==> src/rtl/prot_pkg.sv <==
package prot_pkg;
  localparam int SR_W      = 8;
  localparam int SR_LOCKEN = 7;
  localparam int SR_CODE   = 2;
  localparam int SR_WEL    = 1;
  localparam int SR_BUSY   = 0;

  typedef logic [2:0] lock_code_t;

  // Host-visible status byte; saturates to all ones while busy.
  function automatic logic [SR_W-1:0] pack_status(input logic locken,
                                                  input lock_code_t code,
                                                  input logic wel,
                                                  input logic busy);
    logic [SR_W-1:0] b;
    b = '0;
    b[SR_LOCKEN] = locken;
    b[SR_CODE +: 3] = code;
    b[SR_WEL] = wel;
    if (busy) b = '1;
    return b;
  endfunction
endpackage

==> src/rtl/prot_range_map.sv <==
module prot_range_map
  import prot_pkg::*;
#(
  parameter int AW         = 15,
  parameter int PAGE_BYTES = 64
) (
  input  lock_code_t       code_i,
  input  logic [AW-1:0]    addr_i,
  output logic             hit_o
);
  localparam logic [AW-1:0] PAGE_SZ = AW'(PAGE_BYTES);

  logic [AW-1:0] low_lim;

  always_comb begin
    low_lim = PAGE_SZ << code_i[1:0];
    unique case (code_i)
      3'b000:  hit_o = 1'b0;
      3'b001:  hit_o = &addr_i[AW-1 -: 2];
      3'b010:  hit_o = addr_i[AW-1];
      3'b011:  hit_o = 1'b1;
      default: hit_o = addr_i < low_lim;
    endcase
  end
endmodule

==> src/rtl/wr_span_gate.sv <==
module wr_span_gate (
  input  logic clk,
  input  logic rst_n,
  input  logic open_i,
  input  logic close_i,
  input  logic beat_i,
  input  logic beat_hit_i,
  output logic any_hit_o,
  output logic any_beat_o
);
  logic hit_q, seen_q;

  always_ff @(posedge clk or negedge rst_n) begin
    if (!rst_n) begin
      hit_q  <= 1'b0;
      seen_q <= 1'b0;
    end else if (open_i || close_i) begin
      hit_q  <= 1'b0;
      seen_q <= 1'b0;
    end else if (beat_i) begin
      hit_q  <= hit_q | beat_hit_i;
      seen_q <= 1'b1;
    end
  end

  assign any_hit_o  = hit_q | (beat_i & beat_hit_i);
  assign any_beat_o = seen_q | beat_i;
endmodule

==> src/rtl/wr_busy_timer.sv <==
module wr_busy_timer #(
  parameter int CYCLES = 20
) (
  input  logic clk,
  input  logic rst_n,
  input  logic start_i,
  output logic busy_o,
  output logic done_o
);
  localparam int CW = $clog2(CYCLES + 1);

  logic [CW-1:0] cnt_q;

  always_ff @(posedge clk or negedge rst_n) begin
    if (!rst_n) begin
      busy_o <= 1'b0;
      cnt_q  <= '0;
    end else if (start_i && !busy_o) begin
      busy_o <= 1'b1;
      cnt_q  <= CW'(CYCLES - 1);
    end else if (busy_o) begin
      if (cnt_q == '0) busy_o <= 1'b0;
      else             cnt_q  <= cnt_q - 1'b1;
    end
  end

  assign done_o = busy_o && (cnt_q == '0);
endmodule

==> src/rtl/prot_status_unit.sv <==
module prot_status_unit
  import prot_pkg::*;
#(
  parameter int AW          = 15,
  parameter int PAGE_BYTES  = 64,
  parameter int BUSY_CYCLES = 20
) (
  input  logic          clk,
  input  logic          rst_n,
  input  logic          wp_n_i,
  input  logic          wren_i,
  input  logic          wrdi_i,
  input  logic          wrsr_open_i,
  input  logic          wrsr_commit_i,
  input  logic [7:0]    wrsr_data_i,
  input  logic          arr_open_i,
  input  logic          pg_addr_valid_i,
  output logic          pg_addr_ready_o,
  input  logic [AW-1:0] pg_addr_i,
  input  logic          arr_commit_i,
  output logic          arr_grant_o,
  output logic          arr_deny_o,
  output logic          sr_grant_o,
  output logic          sr_deny_o,
  output logic [7:0]    status_o
);
  logic       locken_q, wel_q;
  lock_code_t code_q;
  logic       pend_locken_q, pend_sr_q;
  lock_code_t pend_code_q;
  logic       frame_q, wp_seen_q;

  logic busy, done, hw_prot;
  logic beat, beat_hit, any_hit, any_beat;
  logic arr_ok, sr_ok;

  assign hw_prot         = ~wp_n_i & locken_q;
  assign pg_addr_ready_o = ~busy;
  assign beat            = pg_addr_valid_i & pg_addr_ready_o;

  prot_range_map #(.AW(AW), .PAGE_BYTES(PAGE_BYTES)) map_i (
    .code_i (code_q),
    .addr_i (pg_addr_i),
    .hit_o  (beat_hit)
  );

  wr_span_gate span_i (
    .clk        (clk),
    .rst_n      (rst_n),
    .open_i     (arr_open_i),
    .close_i    (arr_commit_i),
    .beat_i     (beat),
    .beat_hit_i (beat_hit),
    .any_hit_o  (any_hit),
    .any_beat_o (any_beat)
  );

  assign arr_ok = arr_commit_i & wel_q & ~busy & any_beat & ~any_hit;
  assign sr_ok  = wrsr_commit_i & ~arr_commit_i & wel_q & ~busy &
                  ~hw_prot & ~wp_seen_q;

  wr_busy_timer #(.CYCLES(BUSY_CYCLES)) timer_i (
    .clk     (clk),
    .rst_n   (rst_n),
    .start_i (arr_ok | sr_ok),
    .busy_o  (busy),
    .done_o  (done)
  );

  // Status frame tracking: a protect request seen mid-frame poisons it.
  always_ff @(posedge clk or negedge rst_n) begin
    if (!rst_n) begin
      frame_q   <= 1'b0;
      wp_seen_q <= 1'b0;
    end else if (wrsr_open_i) begin
      frame_q   <= 1'b1;
      wp_seen_q <= 1'b0;
    end else if (wrsr_commit_i) begin
      frame_q   <= 1'b0;
      wp_seen_q <= 1'b0;
    end else if (frame_q && hw_prot) begin
      wp_seen_q <= 1'b1;
    end
  end

  // Enable latch and lock fields.
  always_ff @(posedge clk or negedge rst_n) begin
    if (!rst_n) begin
      wel_q         <= 1'b0;
      locken_q      <= 1'b0;
      code_q        <= '0;
      pend_sr_q     <= 1'b0;
      pend_locken_q <= 1'b0;
      pend_code_q   <= '0;
    end else begin
      if (done)                wel_q <= 1'b0;
      else if (!busy && wren_i) wel_q <= 1'b1;
      else if (!busy && wrdi_i) wel_q <= 1'b0;

      if (sr_ok) begin
        pend_sr_q     <= 1'b1;
        pend_locken_q <= wrsr_data_i[SR_LOCKEN];
        pend_code_q   <= wrsr_data_i[SR_CODE +: 3];
      end else if (done) begin
        pend_sr_q <= 1'b0;
        if (pend_sr_q) begin
          locken_q <= pend_locken_q;
          code_q   <= pend_code_q;
        end
      end
    end
  end

  always_ff @(posedge clk or negedge rst_n) begin
    if (!rst_n) begin
      arr_grant_o <= 1'b0;
      arr_deny_o  <= 1'b0;
      sr_grant_o  <= 1'b0;
      sr_deny_o   <= 1'b0;
    end else begin
      arr_grant_o <= arr_ok;
      arr_deny_o  <= arr_commit_i & ~arr_ok;
      sr_grant_o  <= sr_ok;
      sr_deny_o   <= wrsr_commit_i & ~sr_ok;
    end
  end

  assign status_o = pack_status(locken_q, code_q, wel_q, busy);
endmodule

==> config.mk <==
export PLATFORM = sky130hd
export DESIGN_NAME = prot_status_unit
export DESIGN_NICKNAME = d
export VERILOG_FILES = /design/src/rtl/prot_pkg.sv /design/src/rtl/prot_range_map.sv /design/src/rtl/wr_span_gate.sv /design/src/rtl/wr_busy_timer.sv /design/src/rtl/prot_status_unit.sv
export SDC_FILE = /design/constraint.sdc
export NUM_CORES = 1
export LEC_CHECK = 0
export BUFFER_PORTS_ARGS = -buffer_cell sky130_fd_sc_hd__clkbuf_2
export CAP_MARGIN = 5
export CORE_MARGIN = 2
export CORE_UTILIZATION = 52
export DETAILED_ROUTE_END_ITERATION = 8
export PLACE_DENSITY = 0.83
export SLEW_MARGIN = 10
export SYNTH_ARGS = -nofsm -noshare
export SYNTH_HDL_FRONTEND = slang
export SYNTH_SLANG_ARGS = --single-unit
==> constraint.sdc <==
create_clock -name clk -period 3.16 [get_ports clk]
set_clock_uncertainty 0.05 [all_clocks]
set_input_delay 0.158 -clock clk [delete_from_list [all_inputs] [get_ports clk]]
set_output_delay 0.158 -clock clk [all_outputs]
set_load 0.01 [all_outputs]
==> results of run 1 <==
## Yosys cell counts (2+ instances only)
master,number
a21o_1,2
nor3_1,2
nand2b_1,4
nand4_1,4
inv_1,12
a21oi_1,3
buf_4,3
nand2_1,5
nand3_1,6
o211ai_1,2
mux2_2,8
dfrtp_1,24
o21ai_0,3
xnor2_1,2
a31oi_1,2
nor2b_1,2
or2_2,6
a311oi_1,2
ha_1,6
## worst max path at each step
| stage | start | to | slack, ns |
|---|---|---|---|
| after global routing | code_q[0] | timer_i.cnt_q[1] | 0.88 |
| after global placement | code_q[0] | timer_i.cnt_q[1] | 1.05 |
| after CTS | code_q[0] | timer_i.cnt_q[1] | 0.98 |
| after floorplan | code_q[0] | timer_i.cnt_q[1] | 1.19 |
| after detailed placement | code_q[0] | timer_i.cnt_q[1] | 1.01 |
| final | code_q[0] | timer_i.cnt_q[1] | 0.98 |
## routing by layer
layer	vias to the layer above	global-route usage, %	wire length (µm)
met3	2	3.056	138
li1	503	-	-
met4	0	6.838	15
met2	34	37.80	1337
met5	-	0	0
met1	497	22.87	1096
## final cells by class
type,count,area share [%]
sequential,24,38.55
clock buffer,4,2.329
tap,30,2.410
multi-input combinational,77,39.12
timing repair buffer,40,14.46
inverter,13,3.133
## power by group
part           internal, µW  leakage [µW]  switching [µW]
clock network          70.3     0.0000210            88.1
logic                   251      0.000456             248
registers               405      0.000303             107
total                   726      0.000780             443
## per-stage QoR
| step | hold slack, ns | total power [µW] | cell area [µm²] |
|---|---|---|---|
| final | 0.02596 | 1170 | 1558 |
| after global routing | 0.006571 | 1269 | 1558 |
| after CTS | 0.01382 | 1177 | 1548 |
| after detailed placement | 0.1370 | 1013 | 1471 |
| after global placement | 0.1275 | 981.1 | 1471 |
| after floorplan | -0.1876 | 867.8 | 1285 |
## layout by cell type, fill, tap and decap left out, types with 2 or more instances in the layout
cell type       n
a21o_1          2
inv_1          12
nand2b_1        4
nor2b_1         2
nand2_1         5
a31oi_1         2
clkbuf_4        3
clkbuf_2       35
a21oi_1         3
nand3_1         6
ha_1            6
o21ai_0         3
o211ai_1        2
dlygate4sd3_1   5
dfrtp_1        24
mux2_2          8
a311oi_1        2
nor3_1          2
or2_2           6
nand4_1         4
xnor2_1         2
## critical path, stage by stage (launching register included)
cell       delay (ns)
dfrtp_1          0.48
or2_2            0.32
ha_1             0.28
o211a_1          0.21
o211ai_1         0.35
a31o_4           0.25
o2111ai_1        0.10
## logic make-up after synthesis
kind of cell    count (synthesis)  synth area share (%)
buf+inv                        17                 5.841
flops                          24                 46.74
compound gates                 23                 15.19
mux                             8                 7.011
fa+ha+maj                       6                 5.842
simple gates                   38                 18.01
xor+xnor                        2                 1.363
==> qor.csv, run 1 <==
metric,value,unit
antenna_found_initial,0,
port_buffers,35,
grt_max_degree,25,
ff2ff_setup_slack,0.98,ns
min_to,pend_code_q[0],
ys_seq_elements,24,
syn_avg_cell_area,10.89,µm²
r2r_cells,6,
largest_reg_flops,5,
grt_pass1_wl,4257,µm
finalSetupViolCount,0,
rr_endpoint,timer_i.cnt_q[1],
grt_pass1_vias,1021,
cp_max_fo,8,
synth_area_leader_cell,dfrtp_1,
period_needed,2.182,ns
ios,46,
leakage,0.0007799,µW
clock_latency,0.30,ns
fin_setup_tns,0,ns
grt_overflow,0,
synthFlopType,dfrtp_1,
gp_congestion,0.8798,
finalCritPeriodShare,69.04,%
drv_slew,0,
synthesis.nets,157,
top_register,timer_i.cnt_q,
detailed_place_hpwl,1981,µm
wl,2588,µm
vias_per_cell,5.511,
crit_type,flop to flop,
syn_area,1285,µm²
cts.path.max_buffers,2,
fin_util,64.64,%
r2r-start,code_q[0],
grtUsageTotal,20.14,%
hold_depth,2,
drive_above_1_share,37.97,%
yosysSeqAreaShare,46.74,%
multiInputGateArea,609.3,µm²
drt_iter0_drc,21,
n_fill_cell,209,
vias,1036,
max_freq,0.4584,GHz
dieWidth,53.71,µm
ff_latch_area,600.6,µm²
ctsHoldBuffers,4,
ys_warn_count,0,
dr.pass1.iters,4,
cts_tree,built,
place_worst_setup_slack,1.009,ns
cts-resized-gates,0,
worstPathArrival,2.31,ns
status,finished clean,
post-route-drc-count,0,
min_from,wrsr_data_i[2],
chipHeight,53.71,µm
core_area,2410,µm²
layout_setup_ws,0.9784,ns
cts_setup_buffers,0,
clk_pin_slew,0.13,ns
worstMarginPinSlew,0.5836,ns
synth.top_cell.area_share,46.74,%
htreeDepth,1,
hold_viol_final,0,
layout.cells.non_filler,188,
synth_cell_types,39,
top_regs,"timer_i.cnt_q (5), code_q (3), pend_code_q (3)",
routedWlPerCell,13.77,µm
num_antenna_cells,0,
powerDensity,750.8,nW/µm²
dieArea,2885,µm²
nNetsFinal,198,
required,3.29,ns
slew_headroom,61.09,%
area_delta_synth_final,21.23,%
cts_made_buffers,3,
max-vdd-ir-drop,511.0,µV
cts-root-buf,clkbuf_4,
cts.sinks,24,
synth_edf_count,0,
start_util,53.32,%
dpl.cell_count,179,
rsz0062_at_grt,no,
synth.area.top_cells,"dfrtp_1 (47%), mux2_2 (7.0%), ha_1 (5.8%)",
fp-row-count,18,
hold_path.class,primary input to flop,
ys_async_sr_fraction,100.0,%
worst_setup_path_end_kind,flop,
synthCells,118,
cap_violations,0,
cp-start-kind,flop,
postRouteAntennaNets,0,
Note: power is estimated with default switching activity, not from simulation.
==> run 2: changes to the inputs <==
--- a/config.mk
+++ b/config.mk
@@ -5,12 +5,14 @@
 export SDC_FILE = /design/constraint.sdc
 export NUM_CORES = 1
 export LEC_CHECK = 0
+export ABC_AREA = 1
 export BUFFER_PORTS_ARGS = -buffer_cell sky130_fd_sc_hd__clkbuf_2
 export CAP_MARGIN = 5
+export CORE_ASPECT_RATIO = 2
 export CORE_MARGIN = 2
-export CORE_UTILIZATION = 52
+export CORE_UTILIZATION = 43
 export DETAILED_ROUTE_END_ITERATION = 8
-export PLACE_DENSITY = 0.83
+export PLACE_DENSITY = 0.74
 export SLEW_MARGIN = 10
 export SYNTH_ARGS = -nofsm -noshare
 export SYNTH_HDL_FRONTEND = slang
==> constraint.sdc (replaced) <==
create_clock -name clk -period 1.9 [get_ports clk]
set_clock_uncertainty 0.05 [all_clocks]
set_input_delay 0.095 -clock clk [delete_from_list [all_inputs] [get_ports clk]]
set_output_delay 0.095 -clock clk [all_outputs]
set_load 0.01 [all_outputs]
==> run 2 against run 1 <==
The run now ends with hold timing left; total power grew 83%; first-iteration DRC count fell by 9.5%; maximum frequency up 22%; non-clock buffer count rose by 9; area after synthesis down 2.7%; setup slack got worse by 0.86 ns; final cell count increased by 21%; sequential share of layout area down 2.9 points; synthesized cell count is 28% higher; highest routed layer unchanged.
==> qor.csv, run 2 <==
metric,value,unit
drt_iter0_drc,19,
path_buf_inv,3,
gp_congestion,0.7948,
finalSetupViolCount,0,
synth_area_leader_cell,dfrtp_1,
drv_slew,0,
dieArea,3380,µm²
num_antenna_cells,0,
syn_avg_cell_area,8.278,µm²
htreeDepth,1,
synth.top_cell.area_share,48.05,%
synthesis.nets,190,
max-vdd-ir-drop,706.5,µV
cts.path.max_buffers,2,
synthCells,151,
top_regs,"timer_i.cnt_q (5), code_q (3), pend_code_q (3)",
cp_slowest_cell,dfrtp_1,
detailed_place_hpwl,2010,µm
hold_slack,-0.002684,ns
yosysSeqAreaShare,48.05,%
cts-root-buf,clkbuf_8,
ys_async_sr_fraction,100.0,%
status,"complete, but fails checks",
cts_tree,built,
slew_headroom,60.58,%
drive_above_1_share,36.87,%
worstMarginPinSlew,0.5913,ns
synthFlopType,dfrtp_1,
synth.area.top_cells,"dfrtp_1 (48%), nand2_1 (14%), inv_1 (6.9%)",
clk_pin_slew,0.08,ns
layout_commonest_cell,nand2_1,
finalCritPeriodShare,93.98,%
p_int,1265,µW
cap_violations,0,
vias_per_cell,4.982,
antenna_found_initial,0,
dr.pass1.iters,4,
rsz0062_at_grt,yes,
cts_made_buffers,3,
leakage,0.0009074,µW
worst_setup_path_end_kind,flop,
combPwrFrac,48.7,%
ios,46,
fp-row-count,27,
postPlaceCellArea,1436,µm²
cp-start-kind,flop,
cpPeakStageDelay,0.43,ns
clock_latency,0.26,ns
max_freq,0.5600,GHz
cp_max_fo,5,
grtUsageTotal,17.46,%
violations,hold timing,
synth_edf_count,0,
postRouteAntennaNets,0,
grt_max_degree,25,
post-route-drc-count,0,
grt_pass1_vias,1057,
crit_type,flop to flop,
port_buffers,35,
multiInputGateArea,606.8,µm²
vias,1131,
powerDensity,1272,nW/µm²
synth_common_cells,"nand2_1 (48), dfrtp_1 (24), inv_1 (23)",
period_needed,1.786,ns
clkPwrFrac,13.5,%
start_util,45.12,%
pwr-share-seq,37.8,%
synth_cell_types,25,
cts.sinks,24,
required,2.00,ns
path_delay_family,simple AND/OR/NAND/NOR gates,
cp_common_cell,nand2_2,
n_fill_cell,248,
nNetsFinal,239,
syn_area,1250,µm²
crit_chain,inv_2 -> nand2_2 -> ha_4 -> inv_2 -> nand2_2 -> nand2_2 -> nand2_2 -> nand2_2 -> nand2_1 -> nand2_1 -> nand2_2 -> nand3_4 -> nand2_2 -> inv_2 -> nand3_2,
fin_area,1685,µm²
fin_util,60.84,%
ys_warn_count,0,
wl,2809,µm
synth.most_common_cell,nand2_1,
area_delta_synth_final,34.84,%
layout_common_cells,"nand2_1 (36), clkbuf_2 (35), dfrtp_1 (24)",
core_area,2770,µm²
switching_share,40.99,%
top_register,timer_i.cnt_q,
grt_pass1_wl,4533,µm
largest_reg_flops,5,
hold_path.class,primary input to flop,
ff2ff_setup_slack,0.11,ns
dieWidth,42.13,µm
hold_viol_final,1,
p_sw,878.8,µW
ys_seq_elements,24,
grt_overflow,0,
chipHeight,80.25,µm
routedWlPerCell,12.37,µm
ff_latch_area,600.6,µm²
worstPathArrival,1.89,ns
==> run 2: changes by cell type after synthesis, moves of 4 or more <==
cell      previous run  this run
nand2b_1             4         0
a21oi_1              3         8
nand2_1              5        48
mux2_2               8         0
or2_2                6         0
nor2_1               1         9
inv_1               12        23
nand3_1              6         1
==> run 2: repair_timing <==
item | 4_1_cts | 5_1_grt
setup endpoints to repair | 0 | 7
hold buffers | 9 | 0
setup buffers | 0 | 4
resized for setup | 0 | 24
hold endpoints to repair | 32 | 0
==> run 2: path summary, 6_finish.rpt <==
kind,startpoint,endpoint,depth (start not counted)
max,code_q[0],timer_i.cnt_q[0],15
min,wren_i,wel_q,3
max reg2reg,code_q[0],timer_i.cnt_q[0],15
min reg2reg,pend_code_q[2],pend_code_q[2],2
max in group asynchronous,rst_n,pend_code_q[2],2
min in group asynchronous,rst_n,sr_grant_o,2
==> run 2: area by class of cell <==
type / instances / share of cell area [%]
Tap cell: 29 / 2.153
Inverter: 25 / 5.568
Sequential cell: 24 / 35.63
Multi-Input combinational cell: 97 / 36.01
Clock buffer: 3 / 2.450
Timing Repair Buffer: 49 / 18.19
==> run 2: per-stage QoR <==
step           setup slack, ns  setup TNS (ns)  total power (µW)  std cells
6_report                0.1143               0              2144        227
5_1_grt              -0.008515       -0.008515              2331        227
4_1_cts                0.01016               0              2000        223
3_5_place_dp           0.02804               0              1674        211
3_3_place_gp           0.08205               0              1622        211
2_1_floorplan           0.2677               0              1430        151
==> run 2: routing by layer <==
metal | up-vias | wire, µm | global-route usage [%]
li1 | 562 | - | -
met2 | 35 | 1558 | 33.75
met3 | 8 | 95 | 1.348
met4 | 0 | 76 | 8.125
met5 | - | 0 | 0
met1 | 526 | 1079 | 18.47
==> run 2: cells by family (layout without fill, tap and decap cells) <==
group / count (synthesis) / after routing / share of synthesized area (%)
AO/OA/AOI/OAI: 16 / 16 / 7.608
XOR/XNOR: 3 / 3 / 2.102
adder cells (fa/ha/maj): 6 / 6 / 6.006
buffers and inverters: 30 / 77 / 10.11
flip-flops: 24 / 24 / 48.05
AND/OR/NAND/NOR: 72 / 72 / 26.13
==> run 2: worst min-delay path, delay by kind of cell <==
kind            cells  cell delay [ns]
buf+inv             2             0.13
compound gates      1             0.06
==> run 2: power groups by stage <==
stage	clock [µW]	combinational [µW]	sequential (µW)
floorplan	0	640	790
global placement	0	818	805
detailed placement	0	863	811
CTS	298	900	802
global route	317	1190	826
finish	290	1040	811
